[config.mk]
export PLATFORM = sky130hd
export DESIGN_NAME = i2c_mem_slave
export DESIGN_NICKNAME = d
export VERILOG_FILES = /design/src/rtl/i2c_mem_pkg.sv /design/src/rtl/i2c_line_sync.sv /design/src/rtl/i2c_mem_array.sv /design/src/rtl/i2c_mem_slave.sv
export SDC_FILE = /design/constraint.sdc
export NUM_CORES = 2
export LEC_CHECK = 0
export BUFFER_PORTS_ARGS = -buffer_cell sky130_fd_sc_hd__buf_2
export CAP_MARGIN = 10
export CORE_ASPECT_RATIO = 0.9
export CORE_MARGIN = 2
export CORE_UTILIZATION = 55
export DETAILED_ROUTE_END_ITERATION = 8
export PLACE_DENSITY = 0.76
export SLEW_MARGIN = 20
export SYNTH_ARGS = -nofsm -noshare
export SYNTH_HDL_FRONTEND = slang
export SYNTH_SLANG_ARGS = --single-unit
[constraint.sdc]
create_clock -name clk -period 5.04 [get_ports clk]
set_input_delay 0.504 -clock clk [delete_from_list [all_inputs] [get_ports clk]]
set_output_delay 0.504 -clock clk [all_outputs]
set_load 0.02 [all_outputs]
[src/rtl/i2c_mem_pkg.sv]
package i2c_mem_pkg;
  localparam int BYTE_W = 8;

  typedef enum logic [2:0] {
    ST_IDLE,
    ST_ADDR,
    ST_ADDR_ACK,
    ST_WADDR,
    ST_WADDR_ACK,
    ST_TX,
    ST_TX_ACK,
    ST_SKIP
  } slv_state_e;
endpackage

[src/rtl/i2c_line_sync.sv]
module i2c_line_sync #(
  parameter int N      = 2,
  parameter int STAGES = 2
) (
  input  logic         clk,
  input  logic         rst,
  input  logic [N-1:0] raw,
  output logic [N-1:0] lvl,
  output logic [N-1:0] rise,
  output logic [N-1:0] fall
);
  for (genvar g = 0; g < N; g++) begin : g_line
    logic [STAGES-1:0] sh;
    logic              prev;
    always_ff @(posedge clk) begin
      if (rst) begin
        sh   <= '1;
        prev <= 1'b1;
      end else begin
        sh   <= {sh[STAGES-2:0], raw[g]};
        prev <= sh[STAGES-1];
      end
    end
    assign lvl[g]  = sh[STAGES-1];
    assign rise[g] = sh[STAGES-1] & ~prev;
    assign fall[g] = ~sh[STAGES-1] & prev;
  end
endmodule

[src/rtl/i2c_mem_array.sv]
module i2c_mem_array #(
  parameter int AW = 8,
  parameter int DW = 8
) (
  input  logic          clk,
  input  logic          we,
  input  logic [AW-1:0] waddr,
  input  logic [DW-1:0] wdata,
  input  logic [AW-1:0] raddr,
  output logic [DW-1:0] rdata
);
  localparam int DEPTH = 1 << AW;
  logic [DW-1:0] mem [DEPTH];

  always_ff @(posedge clk) begin
    if (we) mem[waddr] <= wdata;
    rdata <= mem[raddr];
  end
endmodule

[src/rtl/i2c_mem_slave.sv]
module i2c_mem_slave
  import i2c_mem_pkg::*;
#(
  parameter logic [6:0] DEV_ADDR    = 7'h50,
  parameter int         AW          = 8,
  parameter int         SYNC_STAGES = 2
) (
  input  logic              clk,
  input  logic              rst,
  input  logic              scl_i,
  input  logic              sda_i,
  output logic              sda_oe,
  input  logic              ld_we,
  input  logic [AW-1:0]     ld_addr,
  input  logic [BYTE_W-1:0] ld_data
);
  localparam logic [3:0] LAST_BIT = 4'(BYTE_W - 1);
  localparam logic [3:0] FULL_CNT = 4'(BYTE_W);

  logic [1:0] lvl, rise, fall;
  logic scl_lvl, sda_lvl, scl_rise, scl_fall, sda_rise, sda_fall;
  logic start_c, stop_c;

  slv_state_e        state;
  logic [3:0]        bit_cnt;
  logic [BYTE_W-1:0] rx_sh, tx_sh, rd_data;
  logic [AW-1:0]     ctr;
  logic              rw_q, mst_ack, oe_q;

  i2c_line_sync #(.N(2), .STAGES(SYNC_STAGES)) u_sync (
    .clk(clk), .rst(rst), .raw({sda_i, scl_i}),
    .lvl(lvl), .rise(rise), .fall(fall)
  );

  assign scl_lvl  = lvl[0];
  assign sda_lvl  = lvl[1];
  assign scl_rise = rise[0];
  assign scl_fall = fall[0];
  assign sda_rise = rise[1];
  assign sda_fall = fall[1];
  assign start_c  = scl_lvl & sda_fall;
  assign stop_c   = scl_lvl & sda_rise;

  i2c_mem_array #(.AW(AW), .DW(BYTE_W)) u_mem (
    .clk(clk), .we(ld_we), .waddr(ld_addr), .wdata(ld_data),
    .raddr(ctr), .rdata(rd_data)
  );

  always_ff @(posedge clk) begin
    if (rst) begin
      state   <= ST_IDLE;
      bit_cnt <= '0;
      rx_sh   <= '0;
      tx_sh   <= '0;
      ctr     <= '0;
      rw_q    <= 1'b0;
      mst_ack <= 1'b0;
      oe_q    <= 1'b0;
    end else if (stop_c) begin
      state <= ST_IDLE;
      oe_q  <= 1'b0;
    end else if (start_c) begin
      state   <= ST_ADDR;
      bit_cnt <= '0;
      oe_q    <= 1'b0;
    end else begin
      case (state)
        ST_ADDR, ST_WADDR: begin
          if (scl_rise && bit_cnt != FULL_CNT) begin
            rx_sh   <= {rx_sh[BYTE_W-2:0], sda_lvl};
            bit_cnt <= bit_cnt + 4'd1;
          end else if (scl_fall && bit_cnt == FULL_CNT) begin
            bit_cnt <= '0;
            if (state == ST_WADDR) begin
              ctr   <= rx_sh[AW-1:0];
              oe_q  <= 1'b1;
              state <= ST_WADDR_ACK;
            end else if (rx_sh[BYTE_W-1:1] == DEV_ADDR) begin
              rw_q  <= rx_sh[0];
              oe_q  <= 1'b1;
              state <= ST_ADDR_ACK;
            end else begin
              state <= ST_SKIP;
            end
          end
        end
        ST_ADDR_ACK: begin
          if (scl_fall) begin
            if (rw_q) begin
              oe_q    <= ~rd_data[BYTE_W-1];
              tx_sh   <= {rd_data[BYTE_W-2:0], 1'b0};
              bit_cnt <= '0;
              state   <= ST_TX;
            end else begin
              oe_q  <= 1'b0;
              state <= ST_WADDR;
            end
          end
        end
        ST_WADDR_ACK: begin
          if (scl_fall) begin
            oe_q  <= 1'b0;
            state <= ST_SKIP;
          end
        end
        ST_TX: begin
          if (scl_fall) begin
            if (bit_cnt == LAST_BIT) begin
              oe_q  <= 1'b0;
              state <= ST_TX_ACK;
            end else begin
              oe_q    <= ~tx_sh[BYTE_W-1];
              tx_sh   <= {tx_sh[BYTE_W-2:0], 1'b0};
              bit_cnt <= bit_cnt + 4'd1;
            end
          end
        end
        ST_TX_ACK: begin
          if (scl_rise) begin
            mst_ack <= ~sda_lvl;
            ctr     <= ctr + 1'b1;
          end else if (scl_fall) begin
            if (mst_ack) begin
              oe_q    <= ~rd_data[BYTE_W-1];
              tx_sh   <= {rd_data[BYTE_W-2:0], 1'b0};
              bit_cnt <= '0;
              state   <= ST_TX;
            end else begin
              state <= ST_SKIP;
            end
          end
        end
        default: ;
      endcase
    end
  end

  assign sda_oe = oe_q;

  AST_OE_MOVES_SCL_LOW: assert property (@(posedge clk) disable iff (rst)
    (sda_oe != $past(sda_oe)) |-> !$past(scl_lvl));
  AST_ACK_NEEDS_MATCH: assert property (@(posedge clk) disable iff (rst)
    ($past(state) == ST_ADDR && state == ST_ADDR_ACK) |-> (rx_sh[BYTE_W-1:1] == DEV_ADDR));
  AST_ACK_HELD: assert property (@(posedge clk) disable iff (rst)
    (state == ST_ADDR_ACK || state == ST_WADDR_ACK) |-> sda_oe);
  AST_RELEASE_ON_ACK_SLOT: assert property (@(posedge clk) disable iff (rst)
    (state == ST_TX_ACK) |-> !sda_oe);
  AST_QUIET_WHEN_IDLE: assert property (@(posedge clk) disable iff (rst)
    (state == ST_IDLE || state == ST_SKIP) |-> !sda_oe);
  AST_PTR_STEP_WRAP: assert property (@(posedge clk) disable iff (rst)
    (state == ST_TX_ACK && scl_rise && !start_c && !stop_c) |=> (ctr == AW'($past(ctr) + 1'b1)));
endmodule

==> impl_metrics.env <==
export IMPL_outcome="finished clean"
export IMPL_antenna_found_initial=13
export IMPL_yosys_area_top_type_share=0.750
export IMPL_startpoint="ctr[0]"
export IMPL_finalSetupTns_ns=0
export IMPL_synthesis_instances=4037
export IMPL_die_h_um=370
export IMPL_wl_per_cell_um=35.1
export IMPL_netlist_area_sq_um=82000
export IMPL_r2r_cells=8
export IMPL_grt_setup_unrepaired="no"
export IMPL_avgViaCountPerCell=6.97
export IMPL_cts_tree="yes"
export IMPL_whs_path_depth=1
export IMPL_cp_end_kind="flop"
export IMPL_final_cell_area_sq_um=90700
export IMPL_r2r_start="ctr[0]"
export IMPL_maxSlewViolCount=0
export IMPL_grt_use_total=0.289
export IMPL_syn_avg_cell_area_sq_um=20.3
export IMPL_place_area_sq_um=84400
export IMPL_grtUsageMet2=0.421
export IMPL_synth_warning_count=0
export IMPL_combPwrFrac=0.013
export IMPL_cts_buffers=191
export IMPL_clockRootBuffer="clkbuf_16"
export IMPL_drive_gt1_frac=0.209
export IMPL_seq_area_frac_synth=0.762
export IMPL_fin_crit_sh=0.838
export IMPL_relSlewSlack=0.0672
export IMPL_tightestPinTransition_ns=1.36
export IMPL_area_delta_synth_final_pct=10.6
export IMPL_cp_start_kind="flop"
export IMPL_firstDrtPassIters=8
export IMPL_peakVddDrop_mv=0.394
export IMPL_first_iter_violations=8285
export IMPL_power_w=0.0342
export IMPL_finalHoldViolations=0
export IMPL_grt_pass1_wl_um=311000
export IMPL_cp_max_fo=45
export IMPL_die_area_sq_um=152000
export IMPL_ys_ff_latch=2095
export IMPL_synth_area_leaders="edfxtp_1, mux4_2, mux2i_1"
export IMPL_gp_congestion=0.968
export IMPL_clockBufferDepth=3
export IMPL_cap_violations=0
export IMPL_portBuffers=21
export IMPL_critPathRequiredTime_ns=5.71
export IMPL_post_cts_resized=0
export IMPL_p_sw_w=0.00685
export IMPL_ys_types=75
export IMPL_intPower_w=0.0273
export IMPL_pwr_share_seq=0.560
export IMPL_grt_use_met1=0.414
export IMPL_worstSetupPathType="reg -> reg"
export IMPL_core_area_sq_um=148000
export IMPL_cts_sinks=2095
export IMPL_sw_frac_of_total=0.200
export IMPL_grt_pass1_vias=41500
export IMPL_fin_ws_ns=0.817
export IMPL_async_flop_share=0
export IMPL_placed_cells=5896
export IMPL_grt_busiest_layer="met2"
export IMPL_holdCritStartpoint="ld_data[7]"
export IMPL_drtAntennaViolNets=0
export IMPL_ios=22
export IMPL_fin_crit_ns=4.22
export IMPL_clock_latency_ns=0.85
export IMPL_start_util=0.553
export IMPL_drt_wl_total_um=220000
export IMPL_synth_fp_nets=4061
export IMPL_setup_violations=0
export IMPL_clkTransAtPathRegs_ns=0.06
export IMPL_ys_flop_type="edfxtp_1"
export IMPL_rows=134
export IMPL_overflow=0
export IMPL_use_met3=0.0820
export IMPL_powerDensity_nw_per_um2=377
export IMPL_p_clk_frac=0.426
export IMPL_hold_path_class="in -> reg"
export IMPL_cts_max_level=4
export IMPL_drc=0
export IMPL_crit_arrival_ns=4.89
export IMPL_grt_max_degree=209
export IMPL_yosys_area_top_type="edfxtp_1"
export IMPL_place_ws_ns=1.10
export IMPL_synth_edf_count=2048
export IMPL_fin_skew_ns=0.0364
export IMPL_nets=4144
export IMPL_fin_cells=6256
export IMPL_max_freq_mhz=237
export IMPL_die_w_um=411
export IMPL_p_leak_nw=27.2
export IMPL_hpwl_um=131000
export IMPL_vias=43600
[final cells by class]
type	instances	area, sq um
flip-flops and latches	2095	62500
diodes	3	7.51
well taps	1972	2470
clock buffers	247	5040
multi-input cells	1679	18100
inverters	14	53.8
clock inverters	107	1200
fillers	9877	57600
repair buffers	139	1380
[cells in the mapped netlist, types with 5 or more instances]
library cell  count
o221ai_1         41
edfxtp_1       2048
mux4_2          444
or2_2             9
o32ai_1          11
o41ai_1           5
dfxtp_1          47
nor2b_1          19
o21a_1            6
mux2_2           13
o21ai_0          37
nor3_1           10
mux2i_1         216
clkbuf_1        104
a2111oi_0         6
a21oi_1          84
o22ai_1          25
buf_12            5
o31ai_1           5
and3_1            5
nand4_1          12
nand3_1          49
and2_1            9
a211oi_1         30
a22oi_1          64
inv_1            13
o211ai_1          9
a311oi_1          5
o21ai_1           5
a31oi_1           5
buf_1             9
a221oi_1         33
buf_4            27
buf_2            70
nand3b_1          7
nand2_1          96
a22o_1           19
a221o_1           5
nor2_1          322
buf_6            31
[critical path: stages (launching register included)]
cell      delay (ns)
dfxtp_4         0.80
buf_4           0.32
buf_12          0.35
mux4_2          0.55
a22o_1          0.23
a211oi_1        0.41
a211oi_1        0.24
o41ai_1         0.92
o32ai_1         0.17
[power by group through the flow]
| stage | logic [W] | registers [W] | clock network, W |
|---|---|---|---|
| after floorplan | 0.0000772 | 0.0195 | 0 |
| after global placement | 0.000415 | 0.0195 | 0 |
| after detailed placement | 0.000437 | 0.0195 | 0 |
| after CTS | 0.000439 | 0.0192 | 0.0146 |
| after global routing | 0.000473 | 0.0192 | 0.0153 |
| final | 0.000453 | 0.0192 | 0.0146 |
[timing repair]
| action | CTS | global route |
|---|---|---|
| hold buffers | 2 | 0 |
| setup buffers | 0 | 0 |
| hold endpoints to repair | 2 | 0 |
[path summary, 6_finish.rpt]
path / endpoint / slack, ns
min reg2reg: u_sync.g_line[1].sh[1] / 0.43
max reg2reg: u_mem.rdata[1] / 0.82
min: u_mem.mem[115][7] / 0.14
max: u_mem.rdata[1] / 0.82
[routing by layer]
layer	routed length, um	share of wire	up-vias
li1	-	-	16900
met1	80100	0.36	22400
met2	98200	0.45	3662
met3	31100	0.14	589
met4	10500	0.048	18
met5	87	0.00040	-
[cell usage in the layout, fill, tap and decap left out, types with 13 or more instances in the layout]
cell / Yosys / layout
edfxtp_1: 2048 / 2048
o21ai_0: 37 / 37
a22oi_1: 64 / 64
nor2b_1: 19 / 15
clkinv_1: 0 / 39
clkinv_2: 0 / 32
buf_4: 27 / 92
mux2i_1: 216 / 216
mux4_2: 444 / 444
nand3_1: 49 / 48
a211oi_1: 30 / 29
buf_2: 70 / 13
buf_12: 5 / 23
a22o_1: 19 / 19
a21oi_1: 84 / 84
o22ai_1: 25 / 25
clkbuf_16: 0 / 193
a221oi_1: 33 / 33
clkbuf_1: 104 / 53
nor2_1: 322 / 321
nand2_1: 96 / 95
o221ai_1: 41 / 41
dfxtp_1: 47 / 40
mux2_2: 13 / 13
bufinv_16: 0 / 20
[logic make-up after synthesis]
kind of cell	count (synthesis)	synth area share
buffers and inverters	263	0.0186
muxes	675	0.151
DFF	2095	0.762
xor gates and xnor gates	1	0.000107
AOI/OAI and AO/OA	434	0.0383
adders and majority gates	3	0.000458
and+or+nand+nor	566	0.0301
[registers in the layout, summed over array words and instances (netlist names)]
| name | flops |
|---|---|
| ctr | 8 |
| rx_sh | 8 |
| sda_oe | 1 |
| mst_ack | 1 |
| state | 3 |
| u_mem.rdata | 8 |
| bit_cnt | 4 |
| u_sync.g_line.sh | 4 |
| u_sync.g_line.prev | 2 |
| tx_sh | 7 |
| u_mem.mem | 2048 |
| rw_q | 1 |
[through the flow]
step           hold WS, ns  utilization
2_1_floorplan        0.389            -
3_3_place_gp         0.397        0.569
3_5_place_dp         0.396        0.569
4_1_cts              0.149        0.611
5_1_grt              0.122        0.612
6_report             0.136        0.612
(Power assumes the default switching activity.)
